--- src/rtl/irqx_pkg.sv ---
package irqx_pkg;
  localparam int LVL_W = 2;
  localparam int NLVL  = 1 << LVL_W;
  localparam int NEXT  = 2;
  typedef logic [LVL_W-1:0] lvl_t;
  typedef logic [NLVL-1:0]  svc_mask_t;
endpackage

--- src/rtl/irqx_pin_detect.sv ---
module irqx_pin_detect (
  input  logic clk,
  input  logic rst,
  input  logic pin_i,
  input  logic edge_mode_i,
  input  logic clr_i,
  output logic req_o
);
  logic pin_q, pin_qq, flag;
  logic fall;

  assign fall = pin_qq & ~pin_q;

  always_ff @(posedge clk) begin
    if (rst) begin
      pin_q  <= 1'b1;
      pin_qq <= 1'b1;
      flag   <= 1'b0;
    end else begin
      pin_q  <= pin_i;
      pin_qq <= pin_q;
      if (!edge_mode_i)
        flag <= 1'b0;
      else if (fall)
        flag <= 1'b1;
      else if (clr_i)
        flag <= 1'b0;
    end
  end

  assign req_o = edge_mode_i ? flag : ~pin_q;

  // a latched edge request survives until acknowledged
  p_edge_keep_r10: assert property (@(posedge clk) disable iff (rst)
    (edge_mode_i && flag && !clr_i) |=> flag);

  // level mode mirrors the pin sampled one edge earlier
  p_level_follow_r11: assert property (@(posedge clk) disable iff (rst)
    (!edge_mode_i) |=> (edge_mode_i || (req_o == !$past(pin_i))));
endmodule

--- src/rtl/irqx_prio_arb.sv ---
module irqx_prio_arb
  import irqx_pkg::*;
#(
  parameter int NSRC  = 15,
  parameter int IDX_W = $clog2(NSRC)
) (
  input  logic [NSRC-1:0]            pend_i,
  input  logic [NSRC-1:0][LVL_W-1:0] lvl_i,
  output logic                       found_o,
  output logic [IDX_W-1:0]           idx_o,
  output lvl_t                       lvl_o
);
  // per-level pending masks
  logic [NLVL-1:0][NSRC-1:0] at_lvl;

  for (genvar l = 0; l < NLVL; l++) begin : g_lvl
    for (genvar i = 0; i < NSRC; i++) begin : g_src
      assign at_lvl[l][i] = pend_i[i] && (lvl_i[i] == LVL_W'(l));
    end
  end

  always_comb begin
    found_o = 1'b0;
    idx_o   = '0;
    lvl_o   = '0;
    // ascending levels, descending index: last hit is highest level, lowest index
    for (int l = 0; l < NLVL; l++) begin
      for (int i = NSRC - 1; i >= 0; i--) begin
        if (at_lvl[l][i]) begin
          found_o = 1'b1;
          idx_o   = IDX_W'(i);
          lvl_o   = LVL_W'(l);
        end
      end
    end
  end
endmodule

--- src/rtl/irqx_svc_track.sv ---
module irqx_svc_track
  import irqx_pkg::*;
(
  input  logic clk,
  input  logic rst,
  input  logic set_i,
  input  lvl_t set_lvl_i,
  input  logic reti_i,
  output logic svc_any_o,
  output lvl_t svc_top_o
);
  svc_mask_t mask, mask_nxt;

  always_comb begin
    svc_top_o = '0;
    for (int l = 0; l < NLVL; l++)
      if (mask[l]) svc_top_o = LVL_W'(l);
  end

  assign svc_any_o = |mask;

  always_comb begin
    mask_nxt = mask;
    if (reti_i && svc_any_o) mask_nxt[svc_top_o] = 1'b0;
    if (set_i)               mask_nxt[set_lvl_i] = 1'b1;
  end

  always_ff @(posedge clk) begin
    if (rst) mask <= '0;
    else     mask <= mask_nxt;
  end

  // a lone return retires exactly one level
  p_reti_one_r9: assert property (@(posedge clk) disable iff (rst)
    (reti_i && !set_i && (mask != '0)) |=> ($countones(mask) == $countones($past(mask)) - 1));

  // an acknowledge always leaves its level in service
  p_ack_marks_r9: assert property (@(posedge clk) disable iff (rst)
    set_i |=> mask[$past(set_lvl_i)]);
endmodule

--- src/rtl/prio_irq_ctrl.sv ---
module prio_irq_ctrl
  import irqx_pkg::*;
#(
  parameter int NSRC     = 15,
  parameter int IDX_W    = $clog2(NSRC),
  parameter int EXT0_SRC = 0,
  parameter int EXT1_SRC = 2
) (
  input  logic             clk,
  input  logic             rst,
  input  logic             glb_en_i,
  input  logic [NSRC-1:0]  src_en_i,
  input  logic [NSRC-1:0]  prio_lo_i,
  input  logic [NSRC-1:0]  prio_hi_i,
  input  logic [NSRC-1:0]  src_req_i,
  input  logic [NEXT-1:0]  ext_pin_i,
  input  logic [NEXT-1:0]  ext_edge_i,
  input  logic             inst_start_i,
  input  logic             ack_i,
  input  logic             reti_i,
  output logic             irq_o,
  output logic [IDX_W-1:0] vec_o
);
  logic [NEXT-1:0]            ext_req;
  logic [NSRC-1:0]            ext_ovl, pend;
  logic [NSRC-1:0][LVL_W-1:0] src_lvl;
  logic                       win_found, allow, svc_any, grant;
  logic [IDX_W-1:0]           win_idx;
  lvl_t                       win_lvl, lvl_q, svc_top;

  assign grant = ack_i && irq_o;

  for (genvar k = 0; k < NEXT; k++) begin : g_pin
    localparam int SRC = (k == 0) ? EXT0_SRC : EXT1_SRC;
    logic clr;
    assign clr = grant && (vec_o == IDX_W'(SRC));
    irqx_pin_detect u_pin (
      .clk        (clk),
      .rst        (rst),
      .pin_i      (ext_pin_i[k]),
      .edge_mode_i(ext_edge_i[k]),
      .clr_i      (clr),
      .req_o      (ext_req[k])
    );
  end

  always_comb begin
    ext_ovl           = '0;
    ext_ovl[EXT0_SRC] = ext_req[0];
    ext_ovl[EXT1_SRC] = ext_ovl[EXT1_SRC] | ext_req[1];
  end

  for (genvar i = 0; i < NSRC; i++) begin : g_lvl
    assign src_lvl[i] = {prio_hi_i[i], prio_lo_i[i]};
  end

  assign pend = (src_req_i | ext_ovl) & src_en_i & {NSRC{glb_en_i}};

  irqx_prio_arb #(.NSRC(NSRC), .IDX_W(IDX_W)) u_arb (
    .pend_i (pend),
    .lvl_i  (src_lvl),
    .found_o(win_found),
    .idx_o  (win_idx),
    .lvl_o  (win_lvl)
  );

  irqx_svc_track u_svc (
    .clk      (clk),
    .rst      (rst),
    .set_i    (grant),
    .set_lvl_i(lvl_q),
    .reti_i   (reti_i),
    .svc_any_o(svc_any),
    .svc_top_o(svc_top)
  );

  assign allow = win_found && (!svc_any || (win_lvl > svc_top));

  always_ff @(posedge clk) begin
    if (rst) begin
      irq_o <= 1'b0;
      vec_o <= '0;
      lvl_q <= '0;
    end else if (ack_i) begin
      irq_o <= 1'b0;
    end else if (inst_start_i) begin
      irq_o <= allow;
      if (allow) begin
        vec_o <= win_idx;
        lvl_q <= win_lvl;
      end
    end
  end

  // outputs only move on evaluation or acknowledge
  p_hold_r6: assert property (@(posedge clk) disable iff (rst)
    (!inst_start_i && !ack_i) |=> ($stable(irq_o) && $stable(vec_o)));

  // acknowledge withdraws the offer
  p_ack_clears_r6: assert property (@(posedge clk) disable iff (rst)
    ack_i |=> !irq_o);

  // global enable low blocks any new offer
  p_glb_off_r2: assert property (@(posedge clk) disable iff (rst)
    (inst_start_i && !ack_i && !glb_en_i) |=> !irq_o);

  // top level in service blocks every source
  p_top_block_r8: assert property (@(posedge clk) disable iff (rst)
    (inst_start_i && !ack_i && svc_any && (svc_top == lvl_t'(NLVL - 1))) |=> !irq_o);

  // an offer made while busy is strictly above the busy level
  p_preempt_r7: assert property (@(posedge clk) disable iff (rst)
    (inst_start_i && !ack_i && svc_any) |=> (!irq_o || (lvl_q > $past(svc_top))));
endmodule

--- config.mk ---
export PLATFORM = sky130hd
export DESIGN_NAME = prio_irq_ctrl
export DESIGN_NICKNAME = d
export VERILOG_FILES = /design/src/rtl/irqx_pkg.sv /design/src/rtl/irqx_pin_detect.sv /design/src/rtl/irqx_prio_arb.sv /design/src/rtl/irqx_svc_track.sv /design/src/rtl/prio_irq_ctrl.sv
export SDC_FILE = /design/constraint.sdc
export NUM_CORES = 1
export LEC_CHECK = 0
export ABC_AREA = 1
export BUFFER_PORTS_ARGS = -buffer_cell sky130_fd_sc_hd__buf_2
export CORE_MARGIN = 4
export CORE_UTILIZATION = 46
export DETAILED_ROUTE_END_ITERATION = 6
export GPL_TIMING_DRIVEN = 0
export PLACE_DENSITY = 0.77
export SETUP_SLACK_MARGIN = 0.2
export SLEW_MARGIN = 40
export SYNTH_ARGS = -nofsm -noshare
export SYNTH_HDL_FRONTEND = slang
export SYNTH_HIERARCHICAL = 1
export SYNTH_SLANG_ARGS = --single-unit
--- constraint.sdc ---
create_clock -name clk -period 4.7 [get_ports clk]
set_input_delay 1.41 -clock clk [delete_from_list [all_inputs] [get_ports clk]]
set_output_delay 1.41 -clock clk [all_outputs]
set_load 0.005 [all_outputs]
==> flow_metrics.env <==
export IMPL_routed_wl_um=5580
export IMPL_fin_worst_hold_slack_ps=442
export IMPL_timing_final_crit_period_ps=5170
export IMPL_die_area_um2=5820
export IMPL_failed_checks="negative setup slack"
export IMPL_tritoncts_num_sinks=17
export IMPL_rows=24
export IMPL_synth_seq_area_share=0.159
export IMPL_clock_path_buffers=2
export IMPL_drt_vias_per_instance=4.83
export IMPL_grt_first_pass_wirelength_um=9850
export IMPL_cpPeakStageDelay_ps=260
export IMPL_worst_setup_path_startpoint="glb_en_i"
export IMPL_yosys_area_top_type_share=0.250
export IMPL_netlist_top_cells_count="143 x sky130_fd_sc_hd__nand2_1, 73 x sky130_fd_sc_hd__inv_1, 59 x sky130_fd_sc_hd__nor2_1"
export IMPL_synth_nets=495
export IMPL_avgRoutedWirePerCell_um=10.1
export IMPL_nNetsFinal=574
export IMPL_synth_top_cell_by_area="sky130_fd_sc_hd__nand2_1"
export IMPL_io_buffer_count=74
export IMPL_detailroute_via_count=2671
export IMPL_yosys_top_cells_area="sky130_fd_sc_hd__nand2_1 25%, sky130_fd_sc_hd__dfxtp_1 16%, sky130_fd_sc_hd__inv_1 13%"
export IMPL_r2r_start="g_pin[1].u_pin/pin_q"
export IMPL_detailedRoute_firstIterationViolations=123
export IMPL_worst_path_max_fanout=10
export IMPL_numCtsBuffers=3
export IMPL_finalSetupViolations=1
export IMPL_htree_levels=1
export IMPL_synth_ff_type="sky130_fd_sc_hd__dfxtp_1"
export IMPL_synth_enable_flop_cells=0
export IMPL_criticalPathCategory="in -> reg"
export IMPL_grt_start_max_net_pins=11
export IMPL_worst_ir_drop_vdd_mv=0.164
export IMPL_tightestPinTransition_ps=415
export IMPL_yosys_cell_count_top_type="sky130_fd_sc_hd__nand2_1"
export IMPL_clk_transition_reported_paths_ps=60
export IMPL_timing_max_cap_violations=0
export IMPL_max_slew_margin=0.721
export IMPL_ys_seq_elements=17
export IMPL_gr_total_overflow=0
export IMPL_critPathSlowestCell="sky130_fd_sc_hd__inv_1"
export IMPL_grt_usage=0.197
export IMPL_timing_final_ws_setup_ps=-475
export IMPL_final_layout_size_suffix_gt1_frac=0.222
export IMPL_cp_data_arrival_time_ps=5370
export IMPL_drt_pass1_iter_count=5
export IMPL_synth_distinct_cells=27
export IMPL_cts_root_buf="sky130_fd_sc_hd__clkbuf_8"
export IMPL_worst_hold_startpoint="g_pin[0].u_pin/pin_qq"
export IMPL_clock_insertion_delay_worst_skew_ps=250
export IMPL_number_of_design_rule_violations_left_after_detail_routing=0
export IMPL_timing_critical_path_to_type="flop"
export IMPL_rsz0062_at_grt="true"
export IMPL_synth_async_reset_ratio=0
export IMPL_total_leakage_power_uw=0.00170
export IMPL_die_y_um=76.3
export IMPL_final_tns_setup_ps=-475
export IMPL_cp_common_cell="sky130_fd_sc_hd__nand2_1"
export IMPL_postRouteAntennaNets=0
export IMPL_finalCoreUtilization=0.598
export IMPL_start_util=0.483
export IMPL_synthesis_area_um2=2150
export IMPL_netlist_instances=423
export IMPL_reg2reg_depth=52
export IMPL_chipWidth_um=76.3
export IMPL_area_growth_pct=23.8
export IMPL_timing_final_hold_violations=0
export IMPL_cts_hold_buffers_added=0
export IMPL_drv_slew=0
export IMPL_synth_avg_cell_area_um2=5.08
export IMPL_fin_worst_skew_ps=6.51
export IMPL_maxClockFrequency_mhz=193
export IMPL_outcome="finished with violations"
export IMPL_hpwl_um=4940
export IMPL_cts_tree="done"
export IMPL_routabilityCongestion=0.879
export IMPL_whs_path_depth=2
export IMPL_grt_antenna_before_repair=0
export IMPL_setup_worst_path_start_class="input pin"
export IMPL_power_density_nw_per_um2=179
export IMPL_crit_required_ps=4890
export IMPL_final_period_utilization=1.10
export IMPL_fp_coreArea_um2=4440
export IMPL_antenna_cells_inserted=0
export IMPL_worst_hold_path_type="reg -> reg"
export IMPL_synth_yosys_warnings=6
export IMPL_boundaryPins=75
export IMPL_fillers=460
export IMPL_first_global_vias=2437
per-stage QoR:
stage                     instance area (um2)  std cells  setup slack, ps  total power [uW]
after global routing                     2660        553            -1080               529
after CTS                                2650        553             -388               480
final                                    2660        553             -475               477
after detailed placement                 2590        549             -758               371
after floorplan                          2160        423              207               301
after global placement                   2590        549             -700               366
power breakdown:
part | internal (uW) | switching (uW) | total [uW]
Clock | 60.1 | 46.3 | 106
Sequential | 152 | 5.00 | 157
Combinational | 84.1 | 129 | 213
Total | 297 | 180 | 477
layout by cell type (no fill, tap or decap), types with 4 or more instances in the layout:
cell type                   n
sky130_fd_sc_hd__nand2_1  143
sky130_fd_sc_hd__buf_2     74
sky130_fd_sc_hd__inv_1     73
sky130_fd_sc_hd__nor2_1    55
sky130_fd_sc_hd__nand3_1   53
sky130_fd_sc_hd__dfxtp_1   17
sky130_fd_sc_hd__inv_2     10
sky130_fd_sc_hd__a21oi_1   10
sky130_fd_sc_hd__o21ai_0    9
sky130_fd_sc_hd__nor3_1     8
sky130_fd_sc_hd__nand3_2    7
sky130_fd_sc_hd__nand4_1    6
sky130_fd_sc_hd__nand2_2    4
flip-flops by register name, summed over array words and instances, names as in the netlist:
register and count:
vec_o 4, irq_o 1, g_pin.u_pin/flag 2, g_pin.u_pin/pin_q 2, lvl_q 2, g_pin.u_pin/pin_qq 2, u_svc/mask 4
final timing paths:
path / slack (ps) / endpoint
setup / recovery: -470 / vec_o[0]
hold / removal: 440 / g_pin[0].u_pin/flag
setup reg to reg: 950 / vec_o[0]
hold reg to reg: 440 / g_pin[0].u_pin/flag
layer usage:
metal,GRT usage,vias up,wire length [um]
met1,0.271,1126,2740
met3,0.0343,6,336
met5,0,-,0
li1,-,1470,-
met4,0.0326,0,42
met2,0.327,69,2460
logic make-up (layout without fill, tap and decap cells):
group                    Yosys count  in the layout  synth area share
buffers and inverters             85            163             0.151
AND/OR/NAND/NOR                  289            289             0.597
adder cells (fa/ha/maj)            2              2            0.0117
flip-flops                        17             17             0.159
AO/OA/AOI/OAI                     30             30            0.0816
repair_timing:
item / in CTS / in global routing
endpoints found under the setup margin: 1 / 2
buffers inserted: 0 / 0
gates resized for setup: 3 / 2
pin swaps: 0 / 0
critical path, delay by kind of cell:
kind | cells | cell delay (ps)
compound gates | 1 | 110
buf+inv | 4 | 610
simple gates | 56 | 3250
cell type report:
type | count | area, um2 | share of cell area
plain buffers | 2 | 18.8 | 0.00706
clock buffers | 4 | 45.0 | 0.0169
inverters | 83 | 312 | 0.117
multi-input cells | 321 | 1510 | 0.567
flip-flops and latches | 17 | 340 | 0.128
well taps | 52 | 65.1 | 0.0245
repair buffers | 74 | 370 | 0.139
Power figures use the tool's default switching activity.
